## config.mk

```make
export PLATFORM = sky130hd
export DESIGN_NAME = phase_accum_core
export DESIGN_NICKNAME = d
export VERILOG_FILES = /design/src/rtl/pa_pkg.sv /design/src/rtl/pa_word_buf.sv /design/src/rtl/pa_accum.sv /design/src/rtl/pa_phase_sum.sv /design/src/rtl/phase_accum_core.sv
export SDC_FILE = /design/constraint.sdc
export NUM_CORES = 1
export LEC_CHECK = 0
export ABC_AREA = 1
export CAP_MARGIN = 20
export CORE_MARGIN = 5
export CORE_UTILIZATION = 55
export CTS_CLUSTER_DIAMETER = 50
export CTS_CLUSTER_SIZE = 30
export DETAILED_ROUTE_END_ITERATION = 10
export PLACE_DENSITY = 0.78
export REMOVE_ABC_BUFFERS = 1
export SETUP_SLACK_MARGIN = 0.2
export SYNTH_ARGS = -nofsm -noshare
export SYNTH_HDL_FRONTEND = slang
export SYNTH_SLANG_ARGS = --single-unit
```

## constraint.sdc

```tcl
create_clock -name clk_i -period 3.34 [get_ports clk_i]
set_clock_uncertainty 0.15 [all_clocks]
set_input_delay 0.668 -clock clk_i [delete_from_list [all_inputs] [get_ports clk_i]]
set_output_delay 0.668 -clock clk_i [all_outputs]
set_load 0.01 [all_outputs]
```

## src/rtl/pa_pkg.sv

```systemverilog
package pa_pkg;
  localparam int unsigned ACC_W_D = 32;
  localparam int unsigned PH_W_D  = 14;
endpackage

```

## src/rtl/pa_word_buf.sv

```systemverilog
module pa_word_buf #(
  parameter int unsigned ACC_W = pa_pkg::ACC_W_D,
  parameter int unsigned PH_W  = pa_pkg::PH_W_D
) (
  input  logic             clk_i,
  input  logic             rst_ni,
  input  logic             upd_i,
  input  logic [ACC_W-1:0] ftw_i,
  input  logic [PH_W-1:0]  pow_i,
  output logic [ACC_W-1:0] ftw_o,
  output logic [PH_W-1:0]  pow_o
);
  always_ff @(posedge clk_i or negedge rst_ni) begin
    if (!rst_ni) begin
      ftw_o <= '0;
      pow_o <= '0;
    end else if (upd_i) begin
      ftw_o <= ftw_i;
      pow_o <= pow_i;
    end
  end

  a_r3_words_hold: assert property (@(posedge clk_i) disable iff (!rst_ni)
    !upd_i |=> ($stable(ftw_o) && $stable(pow_o)));
  a_r7_words_load: assert property (@(posedge clk_i) disable iff (!rst_ni)
    upd_i |=> (ftw_o == $past(ftw_i) && pow_o == $past(pow_i)));
endmodule

```

## src/rtl/pa_accum.sv

```systemverilog
module pa_accum #(
  parameter int unsigned ACC_W = pa_pkg::ACC_W_D
) (
  input  logic             clk_i,
  input  logic             rst_ni,
  input  logic [ACC_W-1:0] ftw_i,
  input  logic             cont_clr_i,
  input  logic             auto_clr_i,
  input  logic             upd_i,
  output logic [ACC_W-1:0] acc_o
);
  logic zero_d;
  assign zero_d = cont_clr_i | (auto_clr_i & upd_i);

  always_ff @(posedge clk_i or negedge rst_ni) begin
    if (!rst_ni)     acc_o <= '0;
    else if (zero_d) acc_o <= '0;
    else             acc_o <= acc_o + ftw_i;  // wraps mod 2^ACC_W
  end

  a_r6_cont_clr_zero: assert property (@(posedge clk_i) disable iff (!rst_ni)
    cont_clr_i |=> (acc_o == '0));
  a_r8_auto_clr_zero: assert property (@(posedge clk_i) disable iff (!rst_ni)
    (auto_clr_i && upd_i) |=> (acc_o == '0));
  a_r2_step: assert property (@(posedge clk_i) disable iff (!rst_ni)
    (!cont_clr_i && !(auto_clr_i && upd_i)) |=> (acc_o == $past(acc_o) + $past(ftw_i)));
endmodule

```

## src/rtl/pa_phase_sum.sv

```systemverilog
module pa_phase_sum #(
  parameter int unsigned PH_W = pa_pkg::PH_W_D
) (
  input  logic [PH_W-1:0] acc_top_i,
  input  logic [PH_W-1:0] pow_i,
  output logic [PH_W-1:0] phase_o
);
  assign phase_o = acc_top_i + pow_i;  // modulo 2^PH_W
endmodule

```

## src/rtl/phase_accum_core.sv

```systemverilog
module phase_accum_core #(
  parameter int unsigned ACC_W = pa_pkg::ACC_W_D,
  parameter int unsigned PH_W  = pa_pkg::PH_W_D
) (
  input  logic             clk_i,
  input  logic             rst_ni,
  input  logic [ACC_W-1:0] ftw_i,
  input  logic [PH_W-1:0]  pow_i,
  input  logic             cont_clr_i,
  input  logic             auto_clr_i,
  input  logic             update_i,
  output logic [PH_W-1:0]  phase_o
);
  localparam int unsigned TOP_LSB = ACC_W - PH_W;

  logic [ACC_W-1:0] ftw_act;
  logic [PH_W-1:0]  pow_act;
  logic [ACC_W-1:0] acc;

  pa_word_buf #(.ACC_W(ACC_W), .PH_W(PH_W)) u_buf (
    .clk_i (clk_i),
    .rst_ni(rst_ni),
    .upd_i (update_i),
    .ftw_i (ftw_i),
    .pow_i (pow_i),
    .ftw_o (ftw_act),
    .pow_o (pow_act)
  );

  pa_accum #(.ACC_W(ACC_W)) u_acc (
    .clk_i     (clk_i),
    .rst_ni    (rst_ni),
    .ftw_i     (ftw_act),
    .cont_clr_i(cont_clr_i),
    .auto_clr_i(auto_clr_i),
    .upd_i     (update_i),
    .acc_o     (acc)
  );

  pa_phase_sum #(.PH_W(PH_W)) u_sum (
    .acc_top_i(acc[ACC_W-1:TOP_LSB]),
    .pow_i    (pow_act),
    .phase_o  (phase_o)
  );

  // clear wins, yet the offset still loads on the same strobe
  a_r7_clr_priority: assert property (@(posedge clk_i) disable iff (!rst_ni)
    (cont_clr_i && update_i) |=> (phase_o == $past(pow_i)));
endmodule

```

After elaboration in Yosys (flattened, before gate mapping)
Cells that the tools add are included.
{"block": "op_classes", "addsub": 2, "n_mux": 1, "bitwise_logic": 2}
{"cell": "adder 32 bit", "n": 1}
{"cell": "2-to-1 mux 32 bit", "n": 1}
{"cell": "adder 14 bit", "n": 1}
{"cell": "AND 1 bit", "n": 1}
{"cell": "bitwise OR 1 bit", "n": 1}
{"block": "totals", "reg_bits": 78, "word_cells": 8}

Longest topological paths before layout
Gate-level depths: netlist (run 1).
{"block": "logic_depth", "word_depth": 3, "ltp_mapped": 13}

By module
Synthesis (run 1) repeated with hierarchy kept, for this count alone.
{"block": "unflattened", "cells_unflattened": 913, "area_unflattened_um2": 5978.2}
{"mod": "pa_accum", "instances": 1, "cells_each": 574, "area_each_um2": 3404.5}
{"mod": "pa_word_buf", "instances": 1, "cells_each": 194, "area_each_um2": 1789.2}
{"mod": "pa_phase_sum", "instances": 1, "cells_each": 145, "area_each_um2": 784.5}

Worst setup path before layout (run 1)
No wires, ideal clock.
{"block": "synth_path", "path_kind": "reg2out", "start": "reg u_buf.pow_o[0]", "end": "out phase_o[12]", "arrival_ns": 1.679, "required_time_ns": 2.522, "slack_ns": 0.843, "stages_incl_launch_ff": 8, "cell_sequence": "dfrtp_1 ha_1 fa_1 nand3_1 nand2_1 a21oi_1 o21ai_0 xor2_1"}
{"block": "synth_via", "elab_chain_len": 1}
{"element": "from (decl)", "line": "pa_word_buf.sv:11", "source": "output logic [PH_W-1:0] pow_o"}
{"element": "from (signal assigned)", "line": "pa_word_buf.sv:19", "source": "pow_o <= pow_i;"}
{"element": "adder 14 bit", "line": "pa_phase_sum.sv:8", "source": "assign phase_o = acc_top_i + pow_i;"}
{"element": "to (decl)", "line": "phase_accum_core.sv:12", "source": "output logic [PH_W-1:0] phase_o"}
Every way passes these cells.

Worst setup path after layout (run 1)
{"block": "layout_path", "start": "reg u_buf.pow_o[1]", "end": "out phase_o[4]"}
Same word-level chain as after synthesis.

==> report_table.html, run 1 <==
<table>
<tr><th>Metric</th><th>Value</th></tr>
<tr><th colspan="2">Outcome</th></tr>
<tr><td>Status</td><td>complete, no violations</td></tr>
<tr><th colspan="2">Global routing</th></tr>
<tr><td>Global-route wire length before repair</td><td>24.0 mm</td></tr>
<tr><td>Vias in the first global route</td><td>5123</td></tr>
<tr><td>Maximum number of pins on one net before global-route repair</td><td>79</td></tr>
<tr><td>Number of antenna violations at the first check in global routing</td><td>0</td></tr>
<tr><td>All-Layer GR Usage</td><td>0.235</td></tr>
<tr><td>Overflow left after global routing</td><td>0</td></tr>
<tr><th colspan="2">Routing</th></tr>
<tr><td>Iteration count of the initial detailed-routing pass</td><td>5</td></tr>
<tr><td>Via-to-Cell Ratio</td><td>5.21</td></tr>
<tr><td>Iter 0 DRT Violations</td><td>310</td></tr>
<tr><td>Post-detailed-route count of antenna-violating nets</td><td>0</td></tr>
<tr><td>Drt wl/cell</td><td>14.4 um</td></tr>
<tr><td>Number of DRC violations after detailed routing</td><td>0</td></tr>
<tr><td>Wire length reported by the detailed router</td><td>14.0 mm</td></tr>
<tr><td>Total number of vias</td><td>5071</td></tr>
<tr><th colspan="2">Layout</th></tr>
<tr><td>Layout area overhead</td><td>19.2%</td></tr>
<tr><td>Commonest non-fill, non-tap cell in the layout</td><td>sky130_fd_sc_hd__nand2_1</td></tr>
<tr><td>Total of fill cells in the finished design</td><td>897</td></tr>
<tr><td>Post-layout nets</td><td>929</td></tr>
<tr><td>Post-route standard cell area excluding fillers</td><td>0.00678 mm2</td></tr>
<tr><td>Antenna cells</td><td>0</td></tr>
<tr><td>Commonest non-fill, non-tap cells in the layout</td><td>219 x sky130_fd_sc_hd__nand2_1, 118 x sky130_fd_sc_hd__inv_1, 78 x sky130_fd_sc_hd__dfrtp_1</td></tr>
<tr><td>Share of post-route cells with drive strength above 1</td><td>0.149</td></tr>
<tr><th colspan="2">Worst setup path</th></tr>
<tr><td>Max FO, Critical Path</td><td>3</td></tr>
<tr><td>FF-to-FF path depth</td><td>11</td></tr>
<tr><td>Critical path data required time</td><td>2.52 ns</td></tr>
<tr><td>Register-to-register setup slack</td><td>1.01 ns</td></tr>
<tr><td>Path type of the worst setup path</td><td>flip-flop to output port</td></tr>
<tr><td>Capture point of the worst reg-to-reg path</td><td>u_acc.acc_o[28]</td></tr>
<tr><td>Data arrival time at the worst-slack endpoint</td><td>2.19 ns</td></tr>
<tr><td>Worst reg2reg startpoint</td><td>u_buf.ftw_o[0]</td></tr>
<tr><td>Startpoint class of the critical path</td><td>flip-flop</td></tr>
<tr><td>Capturing element type of the critical path</td><td>output port</td></tr>
<tr><th colspan="2">Floorplan</th></tr>
<tr><td>Core outline area</td><td>0.0102 mm2</td></tr>
<tr><td>Count of boundary I/O pins</td><td>65</td></tr>
<tr><td>Horizontal extent of the die</td><td>112 um</td></tr>
<tr><td>Initial cell density of the core</td><td>0.559</td></tr>
<tr><td>Vertical die dimension</td><td>112 um</td></tr>
<tr><td>Number of rows created at floorplan</td><td>37</td></tr>
<tr><td>Die area</td><td>0.0125 mm2</td></tr>
<tr><th colspan="2">Clock tree</th></tr>
<tr><td>Number of clock sinks seen by CTS</td><td>78</td></tr>
<tr><td>Number of buffers between clock root and the deepest sink</td><td>2</td></tr>
<tr><td>Clock slew at the register clock pins of the worst setup and hold paths</td><td>0.09 ns</td></tr>
<tr><td>CTS buffer count</td><td>9</td></tr>
<tr><td>Clock tree from TritonCTS</td><td>yes</td></tr>
<tr><td>Number of hold buffers added after cts</td><td>0</td></tr>
<tr><td>H-tree depth</td><td>3</td></tr>
<tr><td>CTS root buf</td><td>sky130_fd_sc_hd__clkbuf_8</td></tr>
<tr><td>Skew-Pair Late Insertion Delay</td><td>0.36 ns</td></tr>
<tr><th colspan="2">Flow run</th></tr>
<tr><td>Max-capacitance violation count</td><td>0</td></tr>
<tr><th colspan="2">Place</th></tr>
<tr><td>Final HPWL DP</td><td>11.1 mm</td></tr>
<tr><td>Port-buffer cells</td><td>64</td></tr>
<tr><td>Placed standard-cell area</td><td>0.00647 mm2</td></tr>
<tr><td>Final weighted congestion of routability-driven global placement</td><td>0.971</td></tr>
<tr><th colspan="2">STA</th></tr>
<tr><td>Count of endpoints failing hold in the final timing report</td><td>0</td></tr>
<tr><td>Max-slew violation count</td><td>0</td></tr>
<tr><td>Finish-stage setup viols</td><td>0</td></tr>
<tr><td>Achievable clock frequency</td><td>332 MHz</td></tr>
<tr><td>Total negative setup slack</td><td>0 ns</td></tr>
<tr><td>Unrepaired setup endpoints after global routing</td><td>no</td></tr>
<tr><td>Period minus WS final</td><td>3.01 ns</td></tr>
<tr><td>Worst hold slack after final layout</td><td>0.0891 ns</td></tr>
<tr><td>Max transition margin</td><td>0.707</td></tr>
<tr><td>Period utilization</td><td>0.901</td></tr>
<tr><td>Slew at the pin closest to its max-slew limit</td><td>0.439 ns</td></tr>
<tr><th colspan="2">Synth</th></tr>
<tr><td>Yosys warnings</td><td>0</td></tr>
<tr><td>Post-synthesis sequential element count</td><td>78</td></tr>
<tr><td>Synth unique cells</td><td>30</td></tr>
<tr><td>Summed instance area of the synthesized netlist</td><td>0.00569 mm2</td></tr>
<tr><td>Proportion of synthesized chip area in sequential cells</td><td>0.343</td></tr>
<tr><td>Cells after Synth</td><td>755</td></tr>
<tr><td>Mean Syn Cell Area</td><td>7.54 um2</td></tr>
<tr><th colspan="2">Worst hold path</th></tr>
<tr><td>Worst hold path class</td><td>input port to asynchronous set/reset pin</td></tr>
<tr><th colspan="2">Pwr</th></tr>
<tr><td>Leak</td><td>0.00363 uW</td></tr>
<tr><td>Power Dens Cells</td><td>579 mW/mm2</td></tr>
<tr><td>Highest ir drop seen on vdd</td><td>257 uV</td></tr>
</table>
==> timing repair <==
item                                    4_1_cts  5_1_grt
buffers inserted                              3        2
pin swaps                                     1        1
resized for setup                            14       12
endpoints found under the setup margin        8        6
==> registers in the layout (all words and copies together), names as in the netlist <==
name / flops
u_buf.ftw_o: 32
u_buf.pow_o: 14
u_acc.acc_o: 32
==> final cells by class <==
| class | instances | area (um2) | share of cell area |
|---|---|---|---|
| multi-input combinational | 547 | 3290 | 0.485 |
| tap | 136 | 170 | 0.0251 |
| clock buffer | 10 | 138 | 0.0203 |
| inverter | 123 | 462 | 0.0681 |
| timing repair buffer | 73 | 709 | 0.105 |
| clock inverter | 6 | 61.3 | 0.00904 |
| sequential | 78 | 1950 | 0.288 |
==> worst max path at each step <==
stage	start	endpoint	slack (ns)
floorplan	u_buf.pow_o[0]	phase_o[12]	0.84
global placement	u_buf.pow_o[0]	phase_o[10]	0.22
detailed placement	u_buf.pow_o[0]	phase_o[10]	0.15
CTS	u_buf.pow_o[0]	phase_o[10]	0.16
global route	u_acc.acc_o[28]	phase_o[13]	0.22
finish	u_buf.pow_o[1]	phase_o[4]	0.33
==> cell families after synthesis <==
family / share of synthesized area
AOI/OAI and AO/OA: 0.0721
DFF: 0.343
muxes: 0.0891
xor gates and xnor gates: 0.0262
buffers and inverters: 0.0884
and+or+nand+nor: 0.277
adders and majority gates: 0.104
==> Yosys cell counts, drive strengths merged <==
library cell,n,share of area
xor2,9,0.014
a21oi,50,0.045
o21bai,5,0.0073
and2,3,0.0033
mux2,45,0.089
dfrtp,78,0.34
and3,1,0.0011
a31oi,1,0.0011
nand3,40,0.039
nand4,6,0.0066
buf,7,0.0073
inv,123,0.081
fa,2,0.0070
ha,44,0.097
nor2,69,0.050
nand2,239,0.17
o21ai,15,0.013
nor3,6,0.012
xnor2,8,0.012
a211oi,1,0.0013
a21o,3,0.0040
==> critical path: stages (launching register included) <==
cell	delay, ns
sky130_fd_sc_hd__dfrtp_1	0.41
sky130_fd_sc_hd__buf_4	0.15
sky130_fd_sc_hd__fa_2	0.39
sky130_fd_sc_hd__nand3_1	0.09
sky130_fd_sc_hd__nand2_2	0.10
sky130_fd_sc_hd__xor2_1	0.14
sky130_fd_sc_hd__clkdlybuf4s50_1	0.55
==> metrics by stage <==
step / setup WS (ns) / total power (uW) / utilization / instances
2_1_floorplan: 0.843 / 2520 / - / 748
3_3_place_gp: 0.224 / 3120 / 0.636 / 951
3_5_place_dp: 0.148 / 3190 / 0.636 / 951
4_1_cts: 0.162 / 3920 / 0.660 / 970
5_1_grt: 0.217 / 4260 / 0.666 / 973
6_report: 0.330 / 3930 / 0.666 / 973
==> report_power, final <==
group | internal (uW) | switching (uW)
clock network | 363 | 367
registers | 1090 | 82.3
logic | 802 | 1230
total | 2250 | 1680
==> layer usage <==
| metal | GRT usage | share of wire | vias to the layer above |
|---|---|---|---|
| met1 | 0.281 | 0.42 | 2359 |
| met2 | 0.430 | 0.51 | 144 |
| li1 | - | - | 2545 |
| met4 | 0.0673 | 0.020 | 0 |
| met5 | 0 | 0 | - |
| met3 | 0.0424 | 0.044 | 23 |
(Power assumes the default switching activity.)
==> inputs of run 2 (changes only) <==
CORE_UTILIZATION = 35   (was 55)
PLACE_DENSITY = not set   (was 0.78)
==> report_table.html, run 2 (synthesis results as in run 1) <==
<table>
<tr><th>Metric</th><th>Value</th></tr>
<tr><th colspan="2">STA</th></tr>
<tr><td>Total negative setup slack</td><td>0 ns (unchanged)</td></tr>
<tr><td>Worst hold slack after final layout</td><td>0.143 ns (+0.0540 ns)</td></tr>
<tr><td>Least setup slack across all paths after layout</td><td>0.327 ns (-0.00275 ns)</td></tr>
<tr><td>Achievable clock frequency</td><td>332 MHz (about the same)</td></tr>
<tr><td>Max transition margin</td><td>0.656 (-0.0513)</td></tr>
<tr><td>Max-slew violation count</td><td>0 (unchanged)</td></tr>
<tr><td>Slew at the pin closest to its max-slew limit</td><td>0.516 ns (+0.0770 ns)</td></tr>
<tr><td>Period utilization</td><td>0.902 (about the same)</td></tr>
<tr><td>Count of endpoints failing hold in the final timing report</td><td>0 (unchanged)</td></tr>
<tr><td>Period minus WS final</td><td>3.01 ns (+0.00275 ns)</td></tr>
<tr><td>Finish-stage setup viols</td><td>0 (unchanged)</td></tr>
<tr><td>Unrepaired setup endpoints after global routing</td><td>yes</td></tr>
<tr><th colspan="2">Global routing</th></tr>
<tr><td>Maximum number of pins on one net before global-route repair</td><td>79 (unchanged)</td></tr>
<tr><td>Vias in the first global route</td><td>4716 (-7.9%)</td></tr>
<tr><td>Number of antenna violations at the first check in global routing</td><td>0 (unchanged)</td></tr>
<tr><td>All-Layer GR Usage</td><td>0.156 (-0.0790)</td></tr>
<tr><td>Overflow left after global routing</td><td>0 (unchanged)</td></tr>
<tr><td>Global-route wire length before repair</td><td>23.1 mm (-3.6%)</td></tr>
<tr><th colspan="2">Floorplan</th></tr>
<tr><td>Core outline area</td><td>0.0159 mm2 (+57%)</td></tr>
<tr><td>Horizontal extent of the die</td><td>137 um (+23%)</td></tr>
<tr><td>Number of rows created at floorplan</td><td>46 (+24%)</td></tr>
<tr><td>Vertical die dimension</td><td>137 um (+23%)</td></tr>
<tr><td>Die area</td><td>0.0189 mm2 (+52%)</td></tr>
<tr><td>Count of boundary I/O pins</td><td>65 (unchanged)</td></tr>
<tr><td>Initial cell density of the core</td><td>0.357 (-0.202)</td></tr>
<tr><th colspan="2">Place</th></tr>
<tr><td>Number of cells in the design after placement</td><td>1031 (+8.4%)</td></tr>
<tr><td>Final HPWL DP</td><td>11.2 mm (+0.78%)</td></tr>
<tr><td>Port-buffer cells</td><td>64 (unchanged)</td></tr>
<tr><td>Post-placement setup slack</td><td>0.220 ns (+0.0723 ns)</td></tr>
<tr><td>Final weighted congestion of routability-driven global placement</td><td>0.973 (+0.23%)</td></tr>
<tr><th colspan="2">Layout</th></tr>
<tr><td>Commonest non-fill, non-tap cell in the layout</td><td>sky130_fd_sc_hd__nand2_1</td></tr>
<tr><td>Total of fill cells in the finished design</td><td>1644 (+83%)</td></tr>
<tr><td>Share of post-route cells with drive strength above 1</td><td>0.142 (-0.00769)</td></tr>
<tr><td>Post-Route Utilization</td><td>0.436 (-0.230)</td></tr>
<tr><td>Registers with the most flip-flops</td><td>u_acc.acc_o x32, u_buf.ftw_o x32, u_buf.pow_o x14</td></tr>
<tr><td>Final standard cell count with taps included and fillers excluded</td><td>1049 (+7.8%)</td></tr>
<tr><td>Post-layout nets</td><td>925 (-0.43%)</td></tr>
<tr><td>Layout area overhead</td><td>22.1%</td></tr>
<tr><td>Antenna cells</td><td>0 (unchanged)</td></tr>
<tr><td>Commonest non-fill, non-tap cells in the layout</td><td>219 x sky130_fd_sc_hd__nand2_1, 118 x sky130_fd_sc_hd__inv_1, 78 x sky130_fd_sc_hd__dfrtp_1</td></tr>
<tr><th colspan="2">Worst setup path</th></tr>
<tr><td>Max FO, Critical Path</td><td>3 (unchanged)</td></tr>
<tr><td>Worst reg2reg startpoint</td><td>u_buf.ftw_o[0]</td></tr>
<tr><td>Critical path data required time</td><td>2.52 ns (about the same)</td></tr>
<tr><td>Startpoint class of the critical path</td><td>flip-flop</td></tr>
<tr><td>Capturing element type of the critical path</td><td>output port</td></tr>
<tr><td>Data arrival time at the worst-slack endpoint</td><td>2.19 ns (about the same)</td></tr>
<tr><td>Worst Setup SP</td><td>u_acc.acc_o[18]</td></tr>
<tr><td>Path type of the worst setup path</td><td>flip-flop to output port</td></tr>
<tr><th colspan="2">Clock tree</th></tr>
<tr><td>Number of clock sinks seen by CTS</td><td>78 (unchanged)</td></tr>
<tr><td>Number of buffers between clock root and the deepest sink</td><td>2 (unchanged)</td></tr>
<tr><td>H-tree depth</td><td>3 (unchanged)</td></tr>
<tr><td>CTS buffer count</td><td>9 (unchanged)</td></tr>
<tr><td>Skew-Pair Late Insertion Delay</td><td>0.34 ns (-0.02 ns)</td></tr>
<tr><td>Clock slew at the register clock pins of the worst setup and hold paths</td><td>0.06 ns (-0.03 ns)</td></tr>
<tr><td>Number of hold buffers added after cts</td><td>0 (unchanged)</td></tr>
<tr><td>CTS root buf</td><td>sky130_fd_sc_hd__clkbuf_16</td></tr>
<tr><td>Clock tree from TritonCTS</td><td>yes</td></tr>
<tr><th colspan="2">Outcome</th></tr>
<tr><td>Status</td><td>complete, no violations</td></tr>
<tr><th colspan="2">Flow run</th></tr>
<tr><td>Max-capacitance violation count</td><td>0 (unchanged)</td></tr>
<tr><th colspan="2">Routing</th></tr>
<tr><td>Via-to-Cell Ratio</td><td>4.58 (-12%)</td></tr>
<tr><td>Number of DRC violations after detailed routing</td><td>0 (unchanged)</td></tr>
<tr><td>Drt wl/cell</td><td>13.2 um (-8.4%)</td></tr>
<tr><td>Wire length reported by the detailed router</td><td>13.8 mm (-1.2%)</td></tr>
<tr><td>Total number of vias</td><td>4800 (-5.3%)</td></tr>
<tr><td>Iter 0 DRT Violations</td><td>225 (-27%)</td></tr>
<tr><td>Iteration count of the initial detailed-routing pass</td><td>4 (-1)</td></tr>
<tr><td>Post-detailed-route count of antenna-violating nets</td><td>0 (unchanged)</td></tr>
<tr><th colspan="2">Pwr</th></tr>
<tr><td>Highest ir drop seen on vdd</td><td>256 uV (-0.35%)</td></tr>
<tr><td>Leak</td><td>0.00365 uW (+0.66%)</td></tr>
<tr><td>Power Dens Cells</td><td>585 mW/mm2 (+0.99%)</td></tr>
<tr><th colspan="2">Worst hold path</th></tr>
<tr><td>Worst hold path class</td><td>input port to asynchronous set/reset pin</td></tr>
</table>
-- run 2: changes by cell type in the layout (fill, tap and decap cells not counted), moves of 2 or more --
cell / change
sky130_fd_sc_hd__buf_4: -4
sky130_fd_sc_hd__clkbuf_1: +2
sky130_fd_sc_hd__clkbuf_16: +9
sky130_fd_sc_hd__clkbuf_2: -2
sky130_fd_sc_hd__clkbuf_8: -9
sky130_fd_sc_hd__ha_4: +2
-- run 2: final cells by class --
type                            instances  area (um2)  area share
Multi-Input combinational cell        547        3310       0.476
Clock buffer                           12         246      0.0355
Tap cell                              216         270      0.0389
Sequential cell                        78        1950       0.281
Inverter                              123         462      0.0665
Clock inverter                          4        22.5     0.00324
Timing Repair Buffer                   69         683      0.0984
-- run 2: repair_timing --
item	in CTS	in global routing
cloned	0	0
pin swaps	1	1
gates resized for setup	13	8
setup endpoints to repair	7	7
setup buffers	1	0
-- run 2: stage by stage --
step,instance area [um2],total power (uW)
final,6950,4060
after global routing,6950,4420
after CTS,6900,4100
after detailed placement,6570,3180
after global placement,6570,3160
after floorplan,5650,2520
-- run 2: power by group --
part           switching (uW)  internal, uW
Sequential               87.7          1090
Clock                     383           520
Combinational            1180           803
Total                    1650          2410
-- run 2: worst paths after layout --
kind | end | slack, ns | depth (start not counted)
setup / recovery | phase_o[4] | 0.33 | 6
hold / removal | u_buf.ftw_o[3] | 0.14 | 1
setup reg to reg | u_acc.acc_o[28] | 1.03 | 11
hold reg to reg | u_buf.ftw_o[23] | 0.37 | 1
max in group asynchronous | u_acc.acc_o[26] | 2.30 | 2
min in group clk_i | u_buf.ftw_o[23] | 0.37 | 1
-- run 2: critical path, cell delays in order (launching register included) --
cell and delay, ns:
sky130_fd_sc_hd__dfrtp_1 0.39, sky130_fd_sc_hd__ha_1 0.22, sky130_fd_sc_hd__fa_2 0.36, sky130_fd_sc_hd__nand3_1 0.09
sky130_fd_sc_hd__nand2_2 0.11, sky130_fd_sc_hd__xor2_1 0.14, sky130_fd_sc_hd__clkdlybuf4s50_1 0.55
-- run 2: per-layer routing --
layer,global-route usage,up-vias,part of all wire
li1,-,2538,-
met3,0.0318,21,0.041
met2,0.243,77,0.43
met5,0,-,0
met4,0.0455,0,0.020
met1,0.219,2164,0.51
==> inputs of run 3 (changes only) <==
PLACE_DENSITY_LB_ADDON = 0.08   (was not set)
==> report_table.html, run 3 (synthesis results as in run 1) <==
<table>
<tr><th>Metric</th><th>Value</th></tr>
<tr><th colspan="2">Outcome</th></tr>
<tr><td>Status</td><td>complete, no violations</td></tr>
<tr><th colspan="2">Pwr</th></tr>
<tr><td>Power Dens Cells</td><td>594 mW/mm2 (+1.5%)</td></tr>
<tr><td>Highest ir drop seen on vdd</td><td>232 uV (-9.4%)</td></tr>
<tr><td>Leak</td><td>0.00366 uW (+0.29%)</td></tr>
<tr><th colspan="2">Place</th></tr>
<tr><td>Port-buffer cells</td><td>64 (unchanged)</td></tr>
<tr><td>Final HPWL DP</td><td>12.0 mm (+6.9%)</td></tr>
<tr><td>Final weighted congestion of routability-driven global placement</td><td>0.930 (-4.4%)</td></tr>
<tr><td>Number of cells in the design after placement</td><td>1031 (unchanged)</td></tr>
<tr><th colspan="2">Global routing</th></tr>
<tr><td>Maximum number of pins on one net before global-route repair</td><td>79 (unchanged)</td></tr>
<tr><td>Number of antenna violations at the first check in global routing</td><td>0 (unchanged)</td></tr>
<tr><td>All-Layer GR Usage</td><td>0.170 (+0.0143)</td></tr>
<tr><td>Global-route wire length before repair</td><td>24.8 mm (+7.2%)</td></tr>
<tr><td>Overflow left after global routing</td><td>0 (unchanged)</td></tr>
<tr><td>Vias in the first global route</td><td>4906 (+4.0%)</td></tr>
<tr><th colspan="2">Routing</th></tr>
<tr><td>Iteration count of the initial detailed-routing pass</td><td>4 (unchanged)</td></tr>
<tr><td>Wire length reported by the detailed router</td><td>15.1 mm (+8.8%)</td></tr>
<tr><td>Post-detailed-route count of antenna-violating nets</td><td>0 (unchanged)</td></tr>
<tr><td>Top routing layer in use</td><td>met4</td></tr>
<tr><td>Met2 routed WL</td><td>7.39 mm (+25%)</td></tr>
<tr><td>Number of DRC violations after detailed routing</td><td>0 (unchanged)</td></tr>
<tr><td>Post-Route M1 WL</td><td>6.83 mm (-4.0%)</td></tr>
<tr><td>Drt wl/cell</td><td>14.3 um (+8.5%)</td></tr>
<tr><td>Total number of vias</td><td>4861 (+1.3%)</td></tr>
<tr><td>Iter 0 DRT Violations</td><td>249 (+11%)</td></tr>
<tr><td>Met3 Routed Length</td><td>691 um (+21%)</td></tr>
<tr><td>Via-to-Cell Ratio</td><td>4.62 (+0.98%)</td></tr>
<tr><th colspan="2">Layout</th></tr>
<tr><td>Registers with the most flip-flops</td><td>u_acc.acc_o x32, u_buf.ftw_o x32, u_buf.pow_o x14</td></tr>
<tr><td>Layout area overhead</td><td>22.8%</td></tr>
<tr><td>Final standard cell count with taps included and fillers excluded</td><td>1052 (+0.29%)</td></tr>
<tr><td>Share of post-route cells with drive strength above 1</td><td>0.150 (+0.00786)</td></tr>
<tr><td>Antenna cells</td><td>0 (unchanged)</td></tr>
<tr><td>Commonest non-fill, non-tap cell in the layout</td><td>sky130_fd_sc_hd__nand2_1</td></tr>
<tr><td>Commonest non-fill, non-tap cells in the layout</td><td>219 x sky130_fd_sc_hd__nand2_1, 118 x sky130_fd_sc_hd__inv_1, 78 x sky130_fd_sc_hd__dfrtp_1</td></tr>
<tr><td>Total of fill cells in the finished design</td><td>1595 (-3.0%)</td></tr>
<tr><td>Post-layout nets</td><td>928 (+0.32%)</td></tr>
<tr><th colspan="2">Clock tree</th></tr>
<tr><td>Number of clock sinks seen by CTS</td><td>78 (unchanged)</td></tr>
<tr><td>Clock tree from TritonCTS</td><td>yes</td></tr>
<tr><td>Clock slew at the register clock pins of the worst setup and hold paths</td><td>0.07 ns (about the same)</td></tr>
<tr><td>CTS root buf</td><td>sky130_fd_sc_hd__clkbuf_16</td></tr>
<tr><td>H-tree depth</td><td>3 (unchanged)</td></tr>
<tr><td>Number of buffers between clock root and the deepest sink</td><td>2 (unchanged)</td></tr>
<tr><td>CTS buffer count</td><td>9 (unchanged)</td></tr>
<tr><td>Skew-Pair Late Insertion Delay</td><td>0.35 ns (about the same)</td></tr>
<tr><th colspan="2">Floorplan</th></tr>
<tr><td>Die area</td><td>0.0189 mm2 (unchanged)</td></tr>
<tr><td>Initial cell density of the core</td><td>0.357 (unchanged)</td></tr>
<tr><td>Count of boundary I/O pins</td><td>65 (unchanged)</td></tr>
<tr><td>Horizontal extent of the die</td><td>137 um (unchanged)</td></tr>
<tr><td>Number of rows created at floorplan</td><td>46 (unchanged)</td></tr>
<tr><td>Vertical die dimension</td><td>137 um (unchanged)</td></tr>
<tr><td>Core outline area</td><td>0.0159 mm2 (unchanged)</td></tr>
<tr><th colspan="2">STA</th></tr>
<tr><td>Max transition margin</td><td>0.634 (-0.0214)</td></tr>
<tr><td>Achievable clock frequency</td><td>326 MHz (-1.7%)</td></tr>
<tr><td>Period utilization</td><td>0.918 (+0.0155)</td></tr>
<tr><td>Count of endpoints failing hold in the final timing report</td><td>0 (unchanged)</td></tr>
<tr><td>Period minus WS final</td><td>3.06 ns (+0.0519 ns)</td></tr>
<tr><td>Total negative setup slack</td><td>0 ns (unchanged)</td></tr>
<tr><td>Max-slew violation count</td><td>0 (unchanged)</td></tr>
<tr><td>Unrepaired setup endpoints after global routing</td><td>yes</td></tr>
<tr><td>Slew at the pin closest to its max-slew limit</td><td>0.548 ns (+0.0321 ns)</td></tr>
<tr><td>Finish-stage setup viols</td><td>0 (unchanged)</td></tr>
<tr><th colspan="2">Worst setup path</th></tr>
<tr><td>Data arrival time at the worst-slack endpoint</td><td>2.25 ns (+0.06 ns)</td></tr>
<tr><td>Delay of the slowest cell on the worst path</td><td>0.38 ns (-0.17 ns)</td></tr>
<tr><td>Max stage delay cell, worst path</td><td>sky130_fd_sc_hd__dfrtp_1</td></tr>
<tr><td>Crit-path cells</td><td>ha_2 -&gt; fa_2 -&gt; nand3_1 -&gt; nand2_2 -&gt; a21oi_2 -&gt; buf_4 -&gt; o21ai_0 -&gt; xor2_1 -&gt; clkdlybuf4s15_1</td></tr>
<tr><td>Startpoint class of the critical path</td><td>flip-flop</td></tr>
<tr><td>Critical path data required time</td><td>2.52 ns (about the same)</td></tr>
<tr><td>Max FO, Critical Path</td><td>3 (unchanged)</td></tr>
<tr><td>Path type of the worst setup path</td><td>flip-flop to output port</td></tr>
<tr><td>Register-to-register setup slack</td><td>0.97 ns (-0.06 ns)</td></tr>
<tr><td>Capturing element type of the critical path</td><td>output port</td></tr>
<tr><th colspan="2">Worst hold path</th></tr>
<tr><td>Worst hold path class</td><td>input port to asynchronous set/reset pin</td></tr>
<tr><th colspan="2">Flow run</th></tr>
<tr><td>Max-capacitance violation count</td><td>0 (unchanged)</td></tr>
</table>
==> run 3: power by group <==
group	total, uW	internal (uW)	switching [uW]	leakage (uW)
Combinational	2020	807	1220	0.00258
Sequential	1180	1090	87.0	0.000959
Clock	948	526	422	0.000127
==> run 3: critical path: cells and delay by family (launching register included) <==
kind / cells / cell delay, ns
AND/OR/NAND/NOR: 2 / 0.19
flip-flops: 1 / 0.38
XOR/XNOR: 1 / 0.16
adder cells (fa/ha/maj): 2 / 0.55
AO/OA/AOI/OAI: 2 / 0.25
buffers and inverters: 2 / 0.37
==> run 3: worst paths after layout <==
check / from / end / depth (start not counted)
worst max register to register: u_buf.ftw_o[0] / u_acc.acc_o[28] / 11
worst max-delay path: u_buf.pow_o[0] / phase_o[12] / 9
worst min register to register: u_buf.ftw_o[13] / u_buf.ftw_o[13] / 1
min in group clk_i: u_buf.ftw_o[13] / u_buf.ftw_o[13] / 1
max in group asynchronous: rst_ni / u_buf.pow_o[13] / 2
worst min-delay path: rst_ni / u_buf.ftw_o[2] / 1
==> run 3: layout make-up <==
cell class              instances  area [um2]  share of cell area
flip-flops and latches         78        1950               0.279
clock buffers                  10         239              0.0342
clock inverters                 6        47.5             0.00681
repair buffers                 72         702               0.100
inverters                     123         462              0.0661
multi-input cells             547        3310               0.474
well taps                     216         270              0.0387
==> run 3: per-layer routing <==
layer  vias up  global-route usage
met5         -                   0
met4         0              0.0521
met3        13              0.0336
met2        80               0.294
met1      2224               0.215
li1       2544                   -
==> run 3: what timing repair did <==
action                                  4_1_cts  5_1_grt
hold buffers                                  0        0
endpoints found under the setup margin        8        5
buffers inserted                              4        0
pin swaps                                     1        1
gates resized for setup                      19        6
==> run 3: metrics by stage <==
step	area, um2	hold slack [ns]	total power (uW)	utilization	worst slack [ns]
after floorplan	5650	0.222	2520	-	0.843
after global placement	6570	0.345	3190	0.412	0.165
after detailed placement	6570	0.353	3210	0.412	0.142
after CTS	6960	0.370	4210	0.437	0.168
after global routing	6990	0.192	4510	0.438	0.138
final	6990	0.151	4150	0.438	0.275
